File: config.mk
export PLATFORM = sky130hd
export DESIGN_NAME = xbus_ctrl
export DESIGN_NICKNAME = d
export VERILOG_FILES = /design/src/rtl/xbus_pkg.sv /design/src/rtl/xbus_lane.sv /design/src/rtl/xbus_seq.sv /design/src/rtl/xbus_ctrl.sv
export SDC_FILE = /design/constraint.sdc
export NUM_CORES = 1
export LEC_CHECK = 0
export BUFFER_PORTS_ARGS = -buffer_cell sky130_fd_sc_hd__buf_4
export CORE_ASPECT_RATIO = 0.6
export CORE_MARGIN = 8
export CORE_UTILIZATION = 48
export DETAILED_ROUTE_END_ITERATION = 7
export GPL_TIMING_DRIVEN = 0
export PLACE_DENSITY = 0.85
export SKIP_CTS_REPAIR_TIMING = 1
export SLEW_MARGIN = 10
export SYNTH_ARGS = -nofsm -noshare
export SYNTH_HDL_FRONTEND = slang
export SYNTH_SLANG_ARGS = --single-unit
File: constraint.sdc
create_clock -name clk -period 2 [get_ports clk]
set_input_delay 0.1 -clock clk [delete_from_list [all_inputs] [get_ports clk]]
set_output_delay 0.1 -clock clk [all_outputs]
set_load 0.1 [all_outputs]
File: src/rtl/xbus_pkg.sv
package xbus_pkg;
   typedef enum logic [2:0] {
      ST_IDLE,
      ST_HOLD,
      ST_ADDR,
      ST_STRB,
      ST_END
   } bus_state_e;
endpackage

File: src/rtl/xbus_lane.sv
// Byte-lane steering: which lanes a phase uses, what the data pins carry,
// and which address field is muxed onto D[7:0] during the ALE clock.
module xbus_lane #(
   parameter int AW = 20,
   parameter int DW = 16,
   localparam int BW = DW / 2
) (
   input  logic [AW-1:0] cur_addr,
   input  logic          word,
   input  logic          bus8,
   input  logic          second,
   input  logic [DW-1:0] wdata,
   output logic          lane_lo,
   output logic          lane_hi,
   output logic [DW-1:0] lane_data,
   output logic [BW-1:0] mux_field
);
   logic [BW-1:0] byte_sel;

   always_comb begin
      byte_sel = (bus8 && word && second) ? wdata[DW-1:BW] : wdata[BW-1:0];
      if (bus8) begin
         lane_lo   = 1'b1;
         lane_hi   = 1'b0;
         lane_data = {{BW{1'b0}}, byte_sel};
         mux_field = cur_addr[BW-1:0];
      end else begin
         lane_lo   = word | ~cur_addr[0];
         lane_hi   = word | cur_addr[0];
         mux_field = cur_addr[BW:1];
         if (word)
            lane_data = wdata;
         else if (cur_addr[0])
            lane_data = {byte_sel, {BW{1'b0}}};
         else
            lane_data = {{BW{1'b0}}, byte_sel};
      end
   end
endmodule

File: src/rtl/xbus_seq.sv
// Cycle sequencer: idle/hold arbitration, address-strobe-end phases,
// ready stretching, word split on the narrow bus, read capture.
module xbus_seq
   import xbus_pkg::*;
#(
   parameter int AW = 20,
   parameter int DW = 16,
   localparam int BW = DW / 2
) (
   input  logic          clk,
   input  logic          rst_n,
   input  logic          bus8,
   input  logic          req_valid,
   output logic          req_ready,
   input  logic          req_write,
   input  logic          req_word,
   input  logic [AW-1:0] req_addr,
   input  logic [DW-1:0] req_wdata,
   input  logic          rdy_n,
   input  logic          hold_n,
   input  logic [DW-1:0] data_i,
   output bus_state_e    state,
   output logic [AW-1:0] cur_addr,
   output logic          lat_write,
   output logic          lat_word,
   output logic [DW-1:0] lat_wdata,
   output logic          second,
   output logic          rsp_valid,
   output logic [DW-1:0] rsp_rdata
);
   logic [AW-1:0] lat_addr;
   logic          last_phase;

   assign cur_addr   = {lat_addr[AW-1:1], lat_word ? second : lat_addr[0]};
   assign last_phase = !(bus8 && lat_word) || second;
   assign req_ready  = (state == ST_IDLE) && hold_n;
   assign rsp_valid  = (state == ST_END) && last_phase;

   always_ff @(posedge clk or negedge rst_n) begin
      if (!rst_n) begin
         state     <= ST_IDLE;
         lat_addr  <= '0;
         lat_write <= 1'b0;
         lat_word  <= 1'b0;
         lat_wdata <= '0;
         second    <= 1'b0;
         rsp_rdata <= '0;
      end else begin
         unique case (state)
            ST_IDLE: begin
               if (!hold_n) begin
                  state <= ST_HOLD;
               end else if (req_valid) begin
                  lat_addr  <= req_addr;
                  lat_write <= req_write;
                  lat_word  <= req_word;
                  lat_wdata <= req_wdata;
                  second    <= 1'b0;
                  state     <= ST_ADDR;
               end
            end
            ST_HOLD: if (hold_n) state <= ST_IDLE;
            ST_ADDR: state <= ST_STRB;
            ST_STRB: begin
               if (rdy_n) begin
                  state <= ST_END;
                  if (!lat_write) begin
                     if (bus8) begin
                        if (!lat_word)   rsp_rdata <= {{BW{1'b0}}, data_i[BW-1:0]};
                        else if (second) rsp_rdata[DW-1:BW] <= data_i[BW-1:0];
                        else             rsp_rdata[BW-1:0]  <= data_i[BW-1:0];
                     end else if (lat_word) begin
                        rsp_rdata <= data_i;
                     end else if (cur_addr[0]) begin
                        rsp_rdata <= {{BW{1'b0}}, data_i[DW-1:BW]};
                     end else begin
                        rsp_rdata <= {{BW{1'b0}}, data_i[BW-1:0]};
                     end
                  end
               end
            end
            ST_END: begin
               if (last_phase) begin
                  state <= ST_IDLE;
               end else begin
                  second <= 1'b1;
                  state  <= ST_ADDR;
               end
            end
            default: state <= ST_IDLE;
         endcase
      end
   end
endmodule

File: src/rtl/xbus_ctrl.sv
module xbus_ctrl
   import xbus_pkg::*;
#(
   parameter int AW     = 20,
   parameter int DW     = 16,
   parameter int NUM_CS = 4,
   localparam int BW    = DW / 2,
   localparam int SEL_W = $clog2(NUM_CS)
) (
   input  logic              clk,
   input  logic              rst_n,
   input  logic              cfg_bus8,
   input  logic              cfg_mux,
   input  logic              cfg_split,
   input  logic              req_valid,
   output logic              req_ready,
   input  logic              req_write,
   input  logic              req_word,
   input  logic [AW-1:0]     req_addr,
   input  logic [DW-1:0]     req_wdata,
   output logic              rsp_valid,
   output logic [DW-1:0]     rsp_rdata,
   output logic [AW-1:0]     ext_addr_o,
   output logic              ext_ctl_oe,
   output logic [DW-1:0]     ext_data_o,
   output logic              ext_data_oe,
   input  logic [DW-1:0]     ext_data_i,
   output logic [NUM_CS-1:0] ext_cs_n,
   output logic              ext_rd_n,
   output logic              ext_wstb_lo_n,
   output logic              ext_wstb_hi_n,
   output logic              ext_ale,
   input  logic              ext_rdy_n,
   input  logic              ext_hold_n,
   output logic              ext_hlda_n
);
   if (DW != 16) begin : g_bad_dw
      $error("xbus_ctrl: DW must be 16");
   end
   if (AW < BW + 2 || AW < SEL_W + 1) begin : g_bad_aw
      $error("xbus_ctrl: AW too small");
   end
   if (NUM_CS < 2 || (1 << SEL_W) != NUM_CS) begin : g_bad_cs
      $error("xbus_ctrl: NUM_CS must be a power of two >= 2");
   end

   bus_state_e    state;
   logic [AW-1:0] cur_addr;
   logic          lat_write, lat_word, second;
   logic [DW-1:0] lat_wdata, lane_data;
   logic [BW-1:0] mux_field;
   logic          lane_lo, lane_hi;
   logic          in_cycle, strb, split_eff, bhe_need;
   logic [SEL_W-1:0] cs_idx;

   xbus_seq #(.AW(AW), .DW(DW)) u_seq (
      .clk       (clk),
      .rst_n     (rst_n),
      .bus8      (cfg_bus8),
      .req_valid (req_valid),
      .req_ready (req_ready),
      .req_write (req_write),
      .req_word  (req_word),
      .req_addr  (req_addr),
      .req_wdata (req_wdata),
      .rdy_n     (ext_rdy_n),
      .hold_n    (ext_hold_n),
      .data_i    (ext_data_i),
      .state     (state),
      .cur_addr  (cur_addr),
      .lat_write (lat_write),
      .lat_word  (lat_word),
      .lat_wdata (lat_wdata),
      .second    (second),
      .rsp_valid (rsp_valid),
      .rsp_rdata (rsp_rdata)
   );

   xbus_lane #(.AW(AW), .DW(DW)) u_lane (
      .cur_addr  (cur_addr),
      .word      (lat_word),
      .bus8      (cfg_bus8),
      .second    (second),
      .wdata     (lat_wdata),
      .lane_lo   (lane_lo),
      .lane_hi   (lane_hi),
      .lane_data (lane_data),
      .mux_field (mux_field)
   );

   assign in_cycle  = (state == ST_ADDR) || (state == ST_STRB);
   assign strb      = (state == ST_STRB);
   assign split_eff = cfg_split && !cfg_bus8;
   assign bhe_need  = cfg_bus8 ? cur_addr[0] : lane_hi;
   assign cs_idx    = cur_addr[AW-1 -: SEL_W];

   for (genvar i = 0; i < NUM_CS; i++) begin : g_cs
      assign ext_cs_n[i] = !(in_cycle && (cs_idx == SEL_W'(i)));
   end

   assign ext_addr_o  = cur_addr;
   assign ext_ctl_oe  = (state != ST_HOLD);
   assign ext_hlda_n  = (state != ST_HOLD);
   assign ext_ale     = (state == ST_ADDR);
   assign ext_rd_n    = !(strb && !lat_write);

   always_comb begin
      if (split_eff) begin
         ext_wstb_lo_n = !(strb && lat_write && lane_lo);
         ext_wstb_hi_n = !(strb && lat_write && lane_hi);
      end else begin
         ext_wstb_lo_n = !(strb && lat_write);
         ext_wstb_hi_n = !(in_cycle && bhe_need);
      end
      if (state == ST_ADDR && cfg_mux) begin
         ext_data_o  = {{BW{1'b0}}, mux_field};
         ext_data_oe = 1'b1;
      end else begin
         ext_data_o  = lane_data;
         ext_data_oe = lat_write && (strb || state == ST_END);
      end
   end
endmodule

==> reports/metrics.yaml, run 1 <==
route:
  vias: 2813
  drt_iter0_markers: 122
  via_per_inst: 5.24
  wl_per_cell_um: 19.3
  first_pass_iters: 4
  final_antenna_net_count: 0
  drc: 0
  routed_wl_um: 10400
floorplan:
  dieArea_mm2: 0.00942
  num_rows: 22
  coreArea_mm2: 0.00619
  dieHeight_um: 78.4
  num_io_pins: 127
  initial_core_util: 0.503
  die_width_um: 120
critical_path:
  cpPeakStageDelay_ns: 0.41
  cp.arrival_ns: 1.93
  rrSetupSlack_ns: 0.10
  cp_num_buf_inv: 2
  worst-endpoint-required_ns: 1.90
  crit_chain: "buf_6, nand4bb_4, a211oi_1, a31oi_4, buf_4"
  cp_max_fo: 10
  crit_family: "compound AO/OA/AOI/OAI gates"
  cp_slowest_cell: "dfrtp_1"
  critPathLaunchType: "register"
  crit_type: "register to output port"
  cp-end-kind: "output port"
sta:
  final.hold.worst_slack_ns: -0.00134
  setup_viol: 3
  tightestPinTransition_ns: 0.716
  slew_viol_final: 0
  grt_setup_unrepaired: "true"
  slew_headroom: 0.523
  final.period_utilization: 1.01
  fin_skew_ns: 0.00684
  hold_violations: 1
  fin_crit_ns: 2.03
  fin_ws_ns: -0.0291
  tns_ns: -0.0536
  max_freq_mhz: 493
synthesis:
  async_reset_ff_frac: 1.00
  synthXorXnorAreaFrac: 0
  synth_top_family_by_area: "multiplexers"
  synth_seq_cells: 58
  yosys_warnings: 0
  yosysUniqueCellTypes: 36
  yosys_most_used_dff: "dfrtp_1"
  synth-simple-area-share: 0.119
  syn_inst: 276
  synthAdderAreaFrac: 0
  synth_edf_count: 0
  synth_compound_area_frac: 0.0895
  avgSynthCellArea_um2: 11.3
  synth_fp_nets: 338
  synth-seq-area-share: 0.465
  synth_mux_area_frac: 0.232
  synthesis.area_mm2: 0.00312
flow_run:
  max-cap-violations: 0
clocking:
  cts_inserted_buffers: 9
  insertion_delay_ns: 0.34
  clock_sinks: 58
  root_buffer: "clkbuf_8"
  path_clk_slew_ns: 0.06
  max-clock-path-buffers: 2
  cts_tree: "yes"
  cts_htree_levels: 3
place:
  dp_hpwl_um: 7230
  place_congestion: 0.777
  port_buffers: 126
  place_area_mm2: 0.00435
cells_and_area:
  final_nets: 511
  syn_to_final_growth_pct: 61.1
  postLayoutCellArea_mm2: 0.00502
  insertedDiodeCount: 0
  final_layout_size_suffix_gt1_frac: 0.578
min_path:
  hp-class: "input pin to register"
global_routing:
  grt.total_usage: 0.201
  grt_pass1_wl_um: 15000
  grt_overflow: 0
  grt_pass1_vias: 2760
  antenna_found_initial: 0
  grt_max_degree: 59
run_status:
  violations: "hold timing, setup timing"
  status: "complete, but fails checks"
-- layout by cell type (no fill, tap or decap), types with 2 or more instances in the layout --
master,synthesis,routed
a22oi_1,8,8
nor2_1,12,8
nor2_2,0,3
clkinv_2,0,4
a211oi_1,8,6
nand3b_1,2,2
dfrtp_1,58,57
nand3_1,10,9
clkbuf_8,0,9
a311o_1,2,2
mux2_2,50,50
nand4b_1,2,2
nand2b_1,2,2
mux2i_1,9,9
buf_6,4,10
buf_2,6,3
a31oi_4,0,8
inv_1,10,10
a21oi_1,2,2
buf_12,0,3
clkbuf_1,8,3
nand2_1,16,15
buf_4,20,145
clkbuf_4,0,3
dlygate4sd3_1,0,32
o22ai_1,8,8
mux2_4,4,5
nor2b_1,11,10
nand4bb_4,0,2
a211oi_4,0,2
-- worst paths after layout --
| kind | startpoint | end | depth (start not counted) |
|---|---|---|---|
| max | u_seq.state[0] | ext_data_o[0] | 5 |
| min | req_addr[7] | u_seq.lat_addr[7] | 2 |
| max reg2reg | u_seq.state[0] | u_seq.rsp_rdata[7] | 5 |
| min reg2reg | u_seq.lat_addr[12] | u_seq.lat_addr[12] | 1 |
| max in group asynchronous | rst_n | u_seq.state[2] | 2 |
| min in group asynchronous | rst_n | u_seq.rsp_rdata[6] | 2 |
-- registers in the layout, summed over array words and instances, names as in the netlist --
signal and count:
u_seq.lat_word 1, u_seq.state 3, u_seq.lat_wdata 16, u_seq.lat_addr 20
u_seq.lat_write 1, u_seq.rsp_rdata 16, u_seq.second 1
-- synth_stat cells (all sizes together) (2+ instances only) --
library cell,count,area [um2]
a22oi,8,60.1
buf,30,225
nand2,16,60.1
or3b,2,17.5
clkbuf,8,30.0
nor2,12,45.0
o22ai,8,50.1
o21ai,2,10.0
nor2b,11,68.8
mux2,55,634
a211oi,8,60.1
inv,10,37.5
mux2i,9,90.1
a21oi,2,10.0
dfrtp,58,1450
nand3,10,50.1
a311o,2,20.0
nor3b,2,15.0
nand2b,2,12.5
nor3,2,21.3
a31oi,8,50.1
nand3b,2,15.0
nand4b,2,17.5
-- kinds of logic after synthesis --
| family | count (synthesis) |
|---|---|
| simple gates | 66 |
| flops | 58 |
| compound gates | 40 |
| mux | 64 |
| buf+inv | 48 |
-- through the flow --
stage | hold slack (ns) | cells | utilization | setup WS [ns]
after floorplan | -0.196 | 276 | - | -0.590
after global placement | 0.201 | 486 | 0.702 | -0.177
after detailed placement | 0.201 | 486 | 0.702 | -0.174
after CTS | -0.170 | 501 | 0.726 | -0.553
after global routing | -0.00000466 | 537 | 0.811 | -0.0974
final | -0.00134 | 537 | 0.811 | -0.0291
-- cell type report --
cell class	instances	area, um2
Inverter	10	37.5
Fill cell	380	1170
Buffer	35	284
Tap cell	84	105
Clock inverter	4	20.0
Sequential cell	58	1450
Timing Repair Buffer	164	1370
Clock buffer	11	131
Multi-Input combinational cell	171	1620
-- metal layers --
layer,vias up,wire length [um],global-route usage
met2,93,4780,0.300
met5,-,0,0
li1,1318,-,-
met3,5,768,0.0850
met4,0,44,0.0359
met1,1397,4800,0.270
Power of run 1 is left out: the tool's default activity adds up to more than one toggle a clock period on the data nets, which glitch-free logic cannot reach.
==> run 2, diff against run 1 <==
- CTS_BUF_LIST: not set -> sky130_fd_sc_hd__clkbuf_16
- GPL_TIMING_DRIVEN: 0 -> not set
==> run 2 against run 1 <==
The run now ends clean; clock skew is 0.0027 ns lower; worst hold slack better by 0.011 ns; utilization is 5.2 points lower; critical endpoint is now ext_data_o[8]; highest routed layer unchanged.
==> reports/metrics.yaml, run 2 (synthesized netlist as in run 1, its figures left out) <==
run_status:
  status: "finished clean"
cells_and_area:
  insertedDiodeCount: 0
  final_nets: 455
  largest_register: "u_seq.lat_addr"
  largest_reg_flops: 20
  syn_to_final_growth_pct: 50.8
  final_cell_mix: "buf_4 (123), dfrtp_1 (56), mux2_2 (50)"
  reg_top3: "u_seq.lat_addr (20), u_seq.lat_wdata (16), u_seq.rsp_rdata (16)"
  stdcell_count: 482
  final_layout_size_suffix_gt1_frac: 0.598
  layout_commonest_cell: "buf_4"
sta:
  fin_skew_ns: 0.00415
  fin_crit_ns: 1.94
  setup_viol: 0
  max_freq_mhz: 514
  grt_setup_unrepaired: "true"
  slew_viol_final: 0
  slew_headroom: 0.512
  tightestPinTransition_ns: 0.732
  hold_violations: 0
  final.period_utilization: 0.972
global_routing:
  grt_pass1_wl_um: 14400
  grt_max_degree: 59
  grt_overflow: 0
  grt.total_usage: 0.194
  antenna_found_initial: 0
  grt_pass1_vias: 2669
critical_path:
  crit_chain: "nand4bb_4, buf_12, nand2_2, nor2_1, buf_6"
  cp_slowest_cell: "dfrtp_2"
  critPathLaunchType: "register"
  cp-end-kind: "output port"
  cpPeakStageDelay_ns: 0.45
  cp_num_buf_inv: 2
  ff2ff_path_depth: 4
  cp_max_fo: 17
  r2r_end: "u_seq.rsp_rdata[7]"
  rrSetupSlack_ns: 0.17
  cp.arrival_ns: 1.84
  worst-endpoint-required_ns: 1.90
  rr_startpoint: "u_seq.state[2]"
  crit_type: "register to output port"
  crit_family: "simple AND/OR/NAND/NOR gates"
clocking:
  clock_sinks: 58
  max-clock-path-buffers: 2
  cts_inserted_buffers: 9
  insertion_delay_ns: 0.32
  root_buffer: "clkbuf_16"
  cts_htree_levels: 3
  cts_tree: "yes"
  path_clk_slew_ns: 0.05
route:
  drc: 0
  final_antenna_net_count: 0
  first_pass_iters: 4
  drt_iter0_markers: 122
  vias: 2584
  routed_wl_um: 9370
  via_per_inst: 5.36
  wl_per_cell_um: 19.4
floorplan:
  coreArea_mm2: 0.00619
  num_io_pins: 127
  dieHeight_um: 78.4
  num_rows: 22
  die_width_um: 120
  dieArea_mm2: 0.00942
  initial_core_util: 0.503
place:
  place_congestion: 0.784
  placed_cells_incl_taps: 460
  dp_hpwl_um: 6890
  port_buffers: 126
min_path:
  hold_end: "u_seq.lat_wdata[10]"
  hold_path_depth: 2
  hp-class: "input pin to register"
  min_from: "req_wdata[10]"
flow_run:
  max-cap-violations: 0
## run 2: cell types whose count changed in the layout (fill, tap and decap cells not counted), sizes merged
| cell | previous run | this run |
|---|---|---|
| bufinv | 0 | 3 |
| clkinvlp | 0 | 1 |
| inv | 10 | 11 |
| dlygate4sd3 | 32 | 5 |
| buf | 161 | 139 |
| clkinv | 4 | 2 |
| clkbuf | 17 | 9 |
| nand4bb | 2 | 1 |
## run 2: area by class of cell
cell class	instances	area, um2
multi-input cells	170	1590
fillers	417	1490
flip-flops and latches	58	1450
repair buffers	144	1180
clock buffers	9	225
clock inverters	7	109
well taps	84	105
inverters	10	37.5
## run 2: worst register-to-register path, stage by stage (launching register included)
cell and delay (ns):
dfrtp_2 0.42, buf_4 0.16, nand4b_1 0.29, nor3_4 0.44, mux2_2 0.40
## run 2: worst max-delay path by stage
| stage | endpoint | startpoint | slack, ns | cells past startpoint |
|---|---|---|---|---|
| final | ext_data_o[8] | u_seq.state[0] | 0.06 | 5 |
| after global placement | ext_data_o[15] | u_seq.state[2] | 0.21 | 5 |
| after floorplan | u_seq.lat_wdata[14] | u_seq.state[1] | -0.59 | 6 |
| after CTS | ext_data_o[15] | u_seq.state[2] | -0.24 | 5 |
| after global routing | ext_data_o[0] | u_seq.lat_word | -0.002 | 6 |
| after detailed placement | ext_data_o[14] | u_seq.state[0] | 0.14 | 5 |
## run 2: metrics by stage
stage / util / TNS [ns] / area (um2) / setup WS [ns] / hold slack (ns)
6_report: 0.759 / 0 / 4700 / 0.0562 / 0.00964
5_1_grt: 0.759 / -0.00262 / 4700 / -0.00187 / 0.00129
4_1_cts: 0.728 / -2.65 / 4510 / -0.237 / -0.132
3_5_place_dp: 0.674 / 0 / 4170 / 0.135 / 0.202
3_3_place_gp: 0.674 / 0 / 4170 / 0.208 / 0.204
2_1_floorplan: - / -22.01 / 3300 / -0.590 / -0.196
## run 2: metal layers
layer  routed length [um]  up-vias  GRT usage
met5                    0        -          0
met2                 4370       84      0.300
met1                 4230     1285      0.249
li1                     -     1208          -
met3                  718        7     0.0743
met4                   52        0     0.0545
Power of run 2 is left out for the same reason.
